==> config.mk <==
export PLATFORM = sky130hd
export DESIGN_NAME = usq_sequencer
export DESIGN_NICKNAME = d
export VERILOG_FILES = /design/src/rtl/usq_pkg.sv /design/src/rtl/usq_test_eval.sv /design/src/rtl/usq_ret_stack.sv /design/src/rtl/usq_next_addr.sv /design/src/rtl/usq_sequencer.sv
export SDC_FILE = /design/constraint.sdc
export NUM_CORES = 1
export LEC_CHECK = 0
export CORE_ASPECT_RATIO = 0.8
export CORE_UTILIZATION = 35
export CTS_CLUSTER_DIAMETER = 200
export DETAILED_ROUTE_END_ITERATION = 7
export DONT_BUFFER_PORTS = 1
export HOLD_SLACK_MARGIN = 0.08
export PLACE_DENSITY_LB_ADDON = 0.08
export SETUP_SLACK_MARGIN = 0.05
export SYNTH_ARGS = -nofsm -noshare
export SYNTH_HDL_FRONTEND = slang
export SYNTH_SLANG_ARGS = --single-unit
==> constraint.sdc <==
create_clock -name clk -period 7.2 [get_ports clk]
set_clock_uncertainty 0.1 [all_clocks]
set_input_delay 0.72 -clock clk [delete_from_list [all_inputs] [get_ports clk]]
set_output_delay 0.72 -clock clk [all_outputs]
set_load 0.03 [all_outputs]
==> src/rtl/usq_pkg.sv <==
package usq_pkg;
    typedef enum logic [1:0] {
        OP_TEST = 2'd0,
        OP_CALL = 2'd1,
        OP_RET  = 2'd2,
        OP_JUMP = 2'd3
    } usq_op_e;

    typedef enum logic {
        ST_RUN  = 1'b0,
        ST_HOLD = 1'b1
    } usq_state_e;
endpackage

==> src/rtl/usq_test_eval.sv <==
module usq_test_eval #(
    parameter int NT = 8
) (
    input  logic [NT-1:0] test_sel,
    input  logic [NT-1:0] test_ind,
    output logic          taken
);
    logic [NT-1:0] hit;
    logic          single;

    // A mask counts as one test only when exactly one bit is set.
    always_comb begin
        single = (test_sel != '0) && ((test_sel & (test_sel - 1'b1)) == '0);
        hit    = test_sel & test_ind;
        taken  = single && (hit != '0);
    end
endmodule

==> src/rtl/usq_ret_stack.sv <==
module usq_ret_stack #(
    parameter int AW    = 8,
    parameter int DEPTH = 4
) (
    input  logic          clk,
    input  logic          rst,
    input  logic          push,
    input  logic          pop,
    input  logic [AW-1:0] din,
    output logic [AW-1:0] top,
    output logic          full,
    output logic          empty
);
    localparam int CW = $clog2(DEPTH + 1);
    localparam int IW = (DEPTH > 1) ? $clog2(DEPTH) : 1;

    logic [CW-1:0] cnt_q;
    logic [AW-1:0] ent_q [DEPTH];

    always_comb begin
        full  = (cnt_q == CW'(DEPTH));
        empty = (cnt_q == '0);
        top   = ent_q[IW'(cnt_q - 1'b1)];
    end

    always_ff @(posedge clk) begin
        if (rst) begin
            cnt_q <= '0;
        end else if (push && !full) begin
            cnt_q <= cnt_q + 1'b1;
        end else if (pop && !empty) begin
            cnt_q <= cnt_q - 1'b1;
        end
    end

    // Each slot has its own write enable, decoded from the fill level.
    for (genvar g = 0; g < DEPTH; g++) begin : g_slot
        always_ff @(posedge clk) begin
            if (rst) begin
                ent_q[g] <= '0;
            end else if (push && cnt_q == CW'(g)) begin
                ent_q[g] <= din;
            end
        end
    end
endmodule

==> src/rtl/usq_next_addr.sv <==
module usq_next_addr
    import usq_pkg::*;
#(
    parameter int AW = 8
) (
    input  usq_op_e       op,
    input  logic [AW-1:0] ua,
    input  logic [AW-1:0] alt_field,
    input  logic          rel_mode,
    input  logic [AW-1:0] dp_addr,
    input  logic [AW-1:0] stk_top,
    input  logic          taken,
    input  logic          stk_full,
    input  logic          stk_empty,
    output logic [AW-1:0] nxt,
    output logic [AW-1:0] ret_addr,
    output logic          push,
    output logic          pop,
    output logic          fault
);
    logic [AW-1:0] seq_addr;
    logic [AW-1:0] tgt_addr;

    always_comb begin
        seq_addr = ua + 1'b1;
        tgt_addr = rel_mode ? (ua + alt_field) : alt_field;
        ret_addr = seq_addr;
        nxt      = seq_addr;
        push     = 1'b0;
        pop      = 1'b0;
        fault    = 1'b0;
        unique case (op)
            OP_TEST: nxt = taken ? tgt_addr : seq_addr;
            OP_CALL: begin
                if (stk_full) begin
                    fault = 1'b1;
                end else begin
                    push = 1'b1;
                    nxt  = tgt_addr;
                end
            end
            OP_RET: begin
                if (stk_empty) begin
                    fault = 1'b1;
                end else begin
                    pop = 1'b1;
                    nxt = stk_top;
                end
            end
            OP_JUMP: nxt = dp_addr;
            default: nxt = seq_addr;
        endcase
    end
endmodule

==> src/rtl/usq_sequencer.sv <==
module usq_sequencer
    import usq_pkg::*;
#(
    parameter int AW    = 8,
    parameter int NT    = 8,
    parameter int DEPTH = 4
) (
    input  logic          clk,
    input  logic          rst,
    input  logic          hold_req,
    input  logic [1:0]    op,
    input  logic [NT-1:0] test_sel,
    input  logic [NT-1:0] test_ind,
    input  logic [AW-1:0] alt_field,
    input  logic          rel_mode,
    input  logic [AW-1:0] dp_addr,
    output logic [AW-1:0] ua_o,
    output logic          stall_o,
    output logic          replay_o,
    output logic          err_o
);
    usq_state_e    state_q, state_d;
    logic [AW-1:0] ua_q;
    logic          err_q;
    logic          advance;
    logic          taken;
    logic [AW-1:0] nxt, ret_addr, stk_top;
    logic          push, pop, fault, stk_full, stk_empty;

    assign advance = !hold_req;

    usq_test_eval #(.NT(NT)) i_test (
        .test_sel (test_sel),
        .test_ind (test_ind),
        .taken    (taken)
    );

    usq_next_addr #(.AW(AW)) i_next (
        .op        (usq_op_e'(op)),
        .ua        (ua_q),
        .alt_field (alt_field),
        .rel_mode  (rel_mode),
        .dp_addr   (dp_addr),
        .stk_top   (stk_top),
        .taken     (taken),
        .stk_full  (stk_full),
        .stk_empty (stk_empty),
        .nxt       (nxt),
        .ret_addr  (ret_addr),
        .push      (push),
        .pop       (pop),
        .fault     (fault)
    );

    usq_ret_stack #(.AW(AW), .DEPTH(DEPTH)) i_stack (
        .clk   (clk),
        .rst   (rst),
        .push  (push && advance),
        .pop   (pop && advance),
        .din   (ret_addr),
        .top   (stk_top),
        .full  (stk_full),
        .empty (stk_empty)
    );

    // State register
    always_ff @(posedge clk) begin
        if (rst) begin
            state_q <= ST_RUN;
        end else begin
            state_q <= state_d;
        end
    end

    always_comb begin
        state_d = state_q;
        unique case (state_q)
            ST_RUN:  state_d = hold_req ? ST_HOLD : ST_RUN;
            ST_HOLD: state_d = hold_req ? ST_HOLD : ST_RUN;
            default: state_d = ST_RUN;
        endcase
    end

    // Microinstruction counter and sticky fault flag
    always_ff @(posedge clk) begin
        if (rst) begin
            ua_q  <= '0;
            err_q <= 1'b0;
        end else if (advance) begin
            ua_q <= nxt;
            if (fault) begin
                err_q <= 1'b1;
            end
        end
    end

    // Outputs
    always_comb begin
        ua_o     = ua_q;
        err_o    = err_q;
        stall_o  = hold_req;
        replay_o = (state_q == ST_HOLD);
    end
endmodule

==> results of run 1 <==
worst paths after layout:
| check | to | depth (start not counted) | start | slack, ns |
|---|---|---|---|---|
| hold reg to reg | i_stack.cnt_q[2] | 2 | i_stack.cnt_q[2] | 0.50 |
| setup reg to reg | i_stack.ent_q[3][3] | 5 | i_stack.cnt_q[0] | 4.27 |
| hold / removal | ua_o[0] | 1 | rst | 0.37 |
| setup / recovery | i_stack.ent_q[3][3] | 5 | i_stack.cnt_q[0] | 4.27 |
where the power goes:
| part | total, uW | leakage [uW] | internal, uW | switching (uW) |
|---|---|---|---|---|
| registers | 314 | 0.000439 | 290 | 24.4 |
| clock network | 168 | 0.0000445 | 69.2 | 99.0 |
| logic | 124 | 0.000617 | 53.8 | 70.5 |
per-layer routing:
layer	global-route usage (%)	wire length, um	part of all wire (%)
met1	27.4	4040	52
met2	28.2	3330	43
met3	3.46	353	4.5
met4	3.79	59	0.76
met5	0	0	0
critical path, delay by kind of cell (launching register included):
family                   cells  cell delay (ns)
flip-flops                   1             0.78
buffers and inverters        1             0.18
AO/OA/AOI/OAI                1             0.69
adder cells (fa/ha/maj)      1             0.31
AND/OR/NAND/NOR              2             0.53
sequential cells by signal, summed over array words and instances (netlist names):
signal         count
ua_o               8
replay_o           1
err_o              1
i_stack.cnt_q      3
i_stack.ent_q     32
metrics by stage:
stage	util (%)	hold slack, ns	total power [uW]	instance area (um^2)
4_1_cts	38.0	0.360	613	3210
2_1_floorplan	-	0.459	418	3040
3_5_place_dp	36.9	0.480	445	3120
6_report	38.0	0.374	607	3210
3_3_place_gp	36.9	0.482	446	3120
5_1_grt	38.0	0.354	640	3210
cell type report:
class	count	area [um^2]	share of cell area [%]
inverters	13	48.8	1.52
well taps	112	140	4.37
clock buffers	5	68.8	2.14
clock inverters	3	21.3	0.663
multi-input cells	222	1710	53.3
flip-flops and latches	45	1220	38.1
Yosys cell counts (all sizes together) (2+ instances only):
cell,count,area (um^2)
a2111oi,6,90.1
a211oi,2,15.0
a21boi,2,15.0
a21o,2,15.0
a21oi,24,120
a221oi,3,26.3
a22oi,4,30.0
a31o,4,35.0
a31oi,2,27.5
buf,3,16.3
clkbuf,13,48.8
dfxtp,13,260
edfxtp,32,961
ha,18,225
inv,13,48.8
mux2,6,67.6
mux2i,6,60.1
mux4,8,180
nand2,12,45.0
nand3,8,40.0
nand3b,2,15.0
nand4,3,18.8
nor2,42,158
nor2b,8,50.1
nor3,4,31.3
nor3b,2,15.0
o2111ai,3,26.3
o211ai,4,35.0
o21a,3,22.5
o21ai,11,55.1
o31ai,2,15.0
or2,2,12.5
xnor2,7,61.3
xor2,8,70.1
kinds of logic (layout without fill, tap and decap cells):
kind of cell	Yosys count	in the layout	share of synthesized area, %
and+or+nand+nor	89	89	14.2
AOI/OAI and AO/OA	78	78	19.1
DFF	45	45	40.1
buffers and inverters	29	21	3.74
adders and majority gates	20	20	8.38
muxes	20	20	10.1
xor gates and xnor gates	15	15	4.32
==> results.sh, run 1 <==
export IMPL_fin_cells=400
export IMPL_cp_slowest_cell="dfxtp_1"
export IMPL_tns_ns=0
export IMPL_postCtsHoldBufs=0
export IMPL_vdd_ir_drop_max_mv=0.0772
export IMPL_critical_path_class="reg2reg"
export IMPL_setup_viol=0
export IMPL_synthDistinctLibCells=54
export IMPL_fin_crit_ns=2.93
export IMPL_avgSynthCellArea_um2=10.3
export IMPL_vias=2230
export IMPL_antenna_found_initial=0
export IMPL_clockBufferDepth=2
export IMPL_clkLatencyLatePin_ns=0.30
export IMPL_synth_nets=353
export IMPL_hold_path_class="in2reg"
export IMPL_grt_max_degree=24
export IMPL_drv_cap=0
export IMPL_fin_crit_sh_pct=40.7
export IMPL_grt_pass1_vias=2247
export IMPL_rows=30
export IMPL_max_freq_mhz=341
export IMPL_drt_iter0_markers=130
export IMPL_max_slew_margin_pct=33.3
export IMPL_setup_worst_path_end_class="register"
export IMPL_worstPathRequired_ns=7.07
export IMPL_area_delta_synth_final_pct=5.43
export IMPL_cp_slowest_stage_delay_ns=0.78
export IMPL_clk_pin_slew_worst_paths_ns=0.10
export IMPL_final_max_slew_viol_count=0
export IMPL_grt_pass1_wl_um=12700
export IMPL_yosysSeqAreaShare_pct=40.1
export IMPL_post_dp_hpwl_um=5940
export IMPL_critPathMaxFanout=12
export IMPL_nets=344
export IMPL_routedWlPerCell_um=19.4
export IMPL_die_area_mm2=0.00908
export IMPL_synthFlopType="edfxtp_1"
export IMPL_grt_use_total_pct=18.5
export IMPL_ioPinCount=49
export IMPL_crit_arrival_ns=2.80
export IMPL_cts_buffers=5
export IMPL_n_fill_cell=865
export IMPL_postRouteWirelength_um=7780
export IMPL_layout_common_cells="nor2_1, edfxtp_1, a21oi_1"
export IMPL_viasPerCell=5.58
export IMPL_cts_setup_buffers=0
export IMPL_cts_resized=0
export IMPL_crit_chain="inv_1, ha_1, a21boi_1, nand3b_1, nand2b_1"
export IMPL_fin_ws_ns=4.27
export IMPL_synth_warnings=0
export IMPL_layout_commonest_cell="nor2_1"
export IMPL_drcViolationCount=0
export IMPL_syn_area_mm2=0.00304
export IMPL_start_util_pct=36.0
export IMPL_antenna_left=0
export IMPL_p_per_area_mw_per_mm2=189
export IMPL_synth_async_reset_ratio_pct=0
export IMPL_grt_remaining_overflow=0
export IMPL_start_kind="register"
export IMPL_core_area_mm2=0.00845
export IMPL_drt_pass1_iterations=4
export IMPL_numClockSinks=45
export IMPL_port_buffer_count=0
export IMPL_die_h_um=85.4
export IMPL_cellLeakagePower_uw=0.00110
export IMPL_tightest_slew_ns=0.998
export IMPL_place_ws_ns=4.22
export IMPL_die_w_um=106
export IMPL_cts_max_level=2
export IMPL_gp_congestion=0.714
export IMPL_drive_gt1_share_pct=13.5
export IMPL_cts_tree="built"
export IMPL_rsz0062_at_grt="false"
export IMPL_dp_cells=392
export IMPL_hold_viol=0
export IMPL_status="finished, final reports clean"
export IMPL_n_antenna_cell=0
export IMPL_ys_ff_latch=45
export IMPL_synth_edf_count=32
export IMPL_root_buffer="clkbuf_8"
export IMPL_syn_inst=296
(Power assumes the default switching activity.)
==> run 2: changes to the inputs <==
==> constraint.sdc (replaced) <==
create_clock -name clk -period 2.75 [get_ports clk]
set_clock_uncertainty 0.1 [all_clocks]
set_input_delay 0.275 -clock clk [delete_from_list [all_inputs] [get_ports clk]]
set_output_delay 0.275 -clock clk [all_outputs]
set_load 0.03 [all_outputs]
==> results.sh, run 2 (synthesized netlist as in run 1, its figures left out) <==
export IMPL_status="finished, final reports clean"
export IMPL_clock_power_share_pct=34.7
export IMPL_drive_gt1_share_pct=17.2
export IMPL_die_h_um=85.4
export IMPL_nets=359
export IMPL_drt_iter0_markers=63
export IMPL_critPathMaxFanout=6
export IMPL_cts_max_level=2
export IMPL_crit_end="ua_o[5]"
export IMPL_p_switching_uw=517
export IMPL_crit_path_start="ua_o[1]"
export IMPL_drcViolationCount=0
export IMPL_fin_crit_ns=2.36
export IMPL_core_area_mm2=0.00845
export IMPL_critical_path_class="reg2reg"
export IMPL_die_w_um=106
export IMPL_final_max_slew_viol_count=0
export IMPL_worstPathRequired_ns=2.85
export IMPL_clk_pin_slew_worst_paths_ns=0.10
export IMPL_fin_util_pct=40.0
export IMPL_postRouteWirelength_um=7940
export IMPL_crit_arrival_ns=2.47
export IMPL_grt_max_degree=18
export IMPL_fin_crit_sh_pct=85.9
export IMPL_clockBufferDepth=2
export IMPL_gp_congestion=0.805
export IMPL_crit_chain="ha_1, a211oi_1, o21a_1, xor2_1, o21ai_0, mux2i_1, a2111oi_2"
export IMPL_vdd_ir_drop_max_mv=0.274
export IMPL_holdWs_ns=0.0941
export IMPL_viasPerCell=5.50
export IMPL_grt_use_total_pct=18.4
export IMPL_tns_ns=0
export IMPL_finish_instance_area_mm2=0.00337
export IMPL_seq_area_mm2=0.00122
export IMPL_post_dp_hpwl_um=5970
export IMPL_grt_remaining_overflow=0
export IMPL_reg2reg_depth=7
export IMPL_setup_viol=0
export IMPL_routedWlPerCell_um=19.1
export IMPL_p_per_area_mw_per_mm2=534
export IMPL_cts_buffers=5
export IMPL_area_delta_synth_final_pct=10.9
export IMPL_tightest_slew_ns=0.704
export IMPL_cts_resized=0
export IMPL_cp_num_buf_inv=0
export IMPL_clkLatencyLatePin_ns=0.31
export IMPL_cp_top_family="compound AO/OA/AOI/OAI gates"
export IMPL_multi_input_area_mm2=0.00171
export IMPL_hold_path_class="in2reg"
export IMPL_cts_setup_buffers=0
export IMPL_drv_cap=0
export IMPL_place_area_mm2=0.00322
export IMPL_place_ws_ns=0.387
export IMPL_fin_ws_ns=0.387
export IMPL_n_antenna_cell=0
export IMPL_start_kind="register"
export IMPL_r2r_start="ua_o[1]"
export IMPL_cellLeakagePower_uw=0.00120
export IMPL_sw_frac_of_total_pct=28.7
export IMPL_layout_commonest_cell="nor2_1"
export IMPL_ioPinCount=49
export IMPL_setup_worst_path_end_class="register"
export IMPL_regMostFlops="i_stack.ent_q"
export IMPL_rows=30
export IMPL_n_fill_cell=848
export IMPL_cp_slowest_cell="dfxtp_1"
export IMPL_p_comb_share_pct=21.8
export IMPL_drt_pass1_iterations=4
export IMPL_cts_tree="built"
export IMPL_postCtsHoldBufs=2
export IMPL_reg2reg_setup_slack_ns=0.39
export IMPL_hold_start="hold_req"
export IMPL_root_buffer="clkbuf_8"
export IMPL_vias=2282
export IMPL_grt_pass1_vias=2270
export IMPL_layout_common_cells="nor2_1, edfxtp_1, a21oi_1"
export IMPL_cp_slowest_stage_delay_ns=0.46
export IMPL_max_slew_margin_pct=52.9
export IMPL_antenna_left=0
export IMPL_r2r_end="ua_o[5]"
export IMPL_max_freq_mhz=423
export IMPL_p_int_uw=1290
export IMPL_antenna_found_initial=0
export IMPL_path_depth=7
export IMPL_numClockSinks=45
export IMPL_port_buffer_count=0
export IMPL_largest_reg_flops=32
export IMPL_rsz0062_at_grt="false"
export IMPL_start_util_pct=36.0
export IMPL_hold_viol=0
export IMPL_die_area_mm2=0.00908
export IMPL_grt_pass1_wl_um=12500
export IMPL_pwr_share_seq_pct=43.5
## run 2: cell count changes in the layout (fill, tap and decap cells not counted), sizes merged
cell	delta
buf	+13
bufinv	+2
dlygate4sd3	+2
clkinv	-1
clkinvlp	-1
## run 2: worst min path at each step
stage,to,slack [ns],depth (start not counted)
6_report,ua_o[3],0.09,2
5_1_grt,ua_o[3],0.1,2
4_1_cts,ua_o[3],0.09,2
3_5_place_dp,ua_o[0],0.25,1
3_3_place_gp,ua_o[0],0.25,1
2_1_floorplan,i_stack.cnt_q[1],0.46,2
## run 2: worst reg2reg max path: stages, from the launching register on
cell and delay [ns]:
dfxtp_1 0.46, ha_1 0.29, a211oi_1 0.37, o21a_1 0.25
xor2_1 0.08, o21ai_0 0.23, mux2i_1 0.14, a2111oi_2 0.35
## run 2: layout make-up
cell class	count	share of cell area, %
clock inverter	3	2.04
tap	112	4.15
clock buffer	5	2.04
inverter	13	1.45
sequential	45	36.2
timing repair buffer	15	3.49
multi-input combinational	222	50.6
## run 2: routing by layer
layer | share of wire, % | GRT usage (%) | vias up
met5 | 0 | 0 | -
met4 | 0.82 | 4.17 | 0
met3 | 3.3 | 2.92 | 7
met2 | 43 | 27.6 | 47
met1 | 53 | 27.7 | 1112
li1 | - | - | 1116
## run 2: per-stage QoR
step                total power [uW]  std cells
floorplan                       1090        296
global placement                1190        405
detailed placement              1190        405
CTS                             1820        415
global route                    1890        415
finish                          1800        415
## run 2: power groups by stage
stage | combinational [uW] | clock (uW) | sequential (uW)
after floorplan | 278 | 0 | 816
after global placement | 390 | 0 | 800
after detailed placement | 387 | 0 | 800
after CTS | 398 | 642 | 785
after global routing | 435 | 663 | 789
final | 393 | 626 | 784
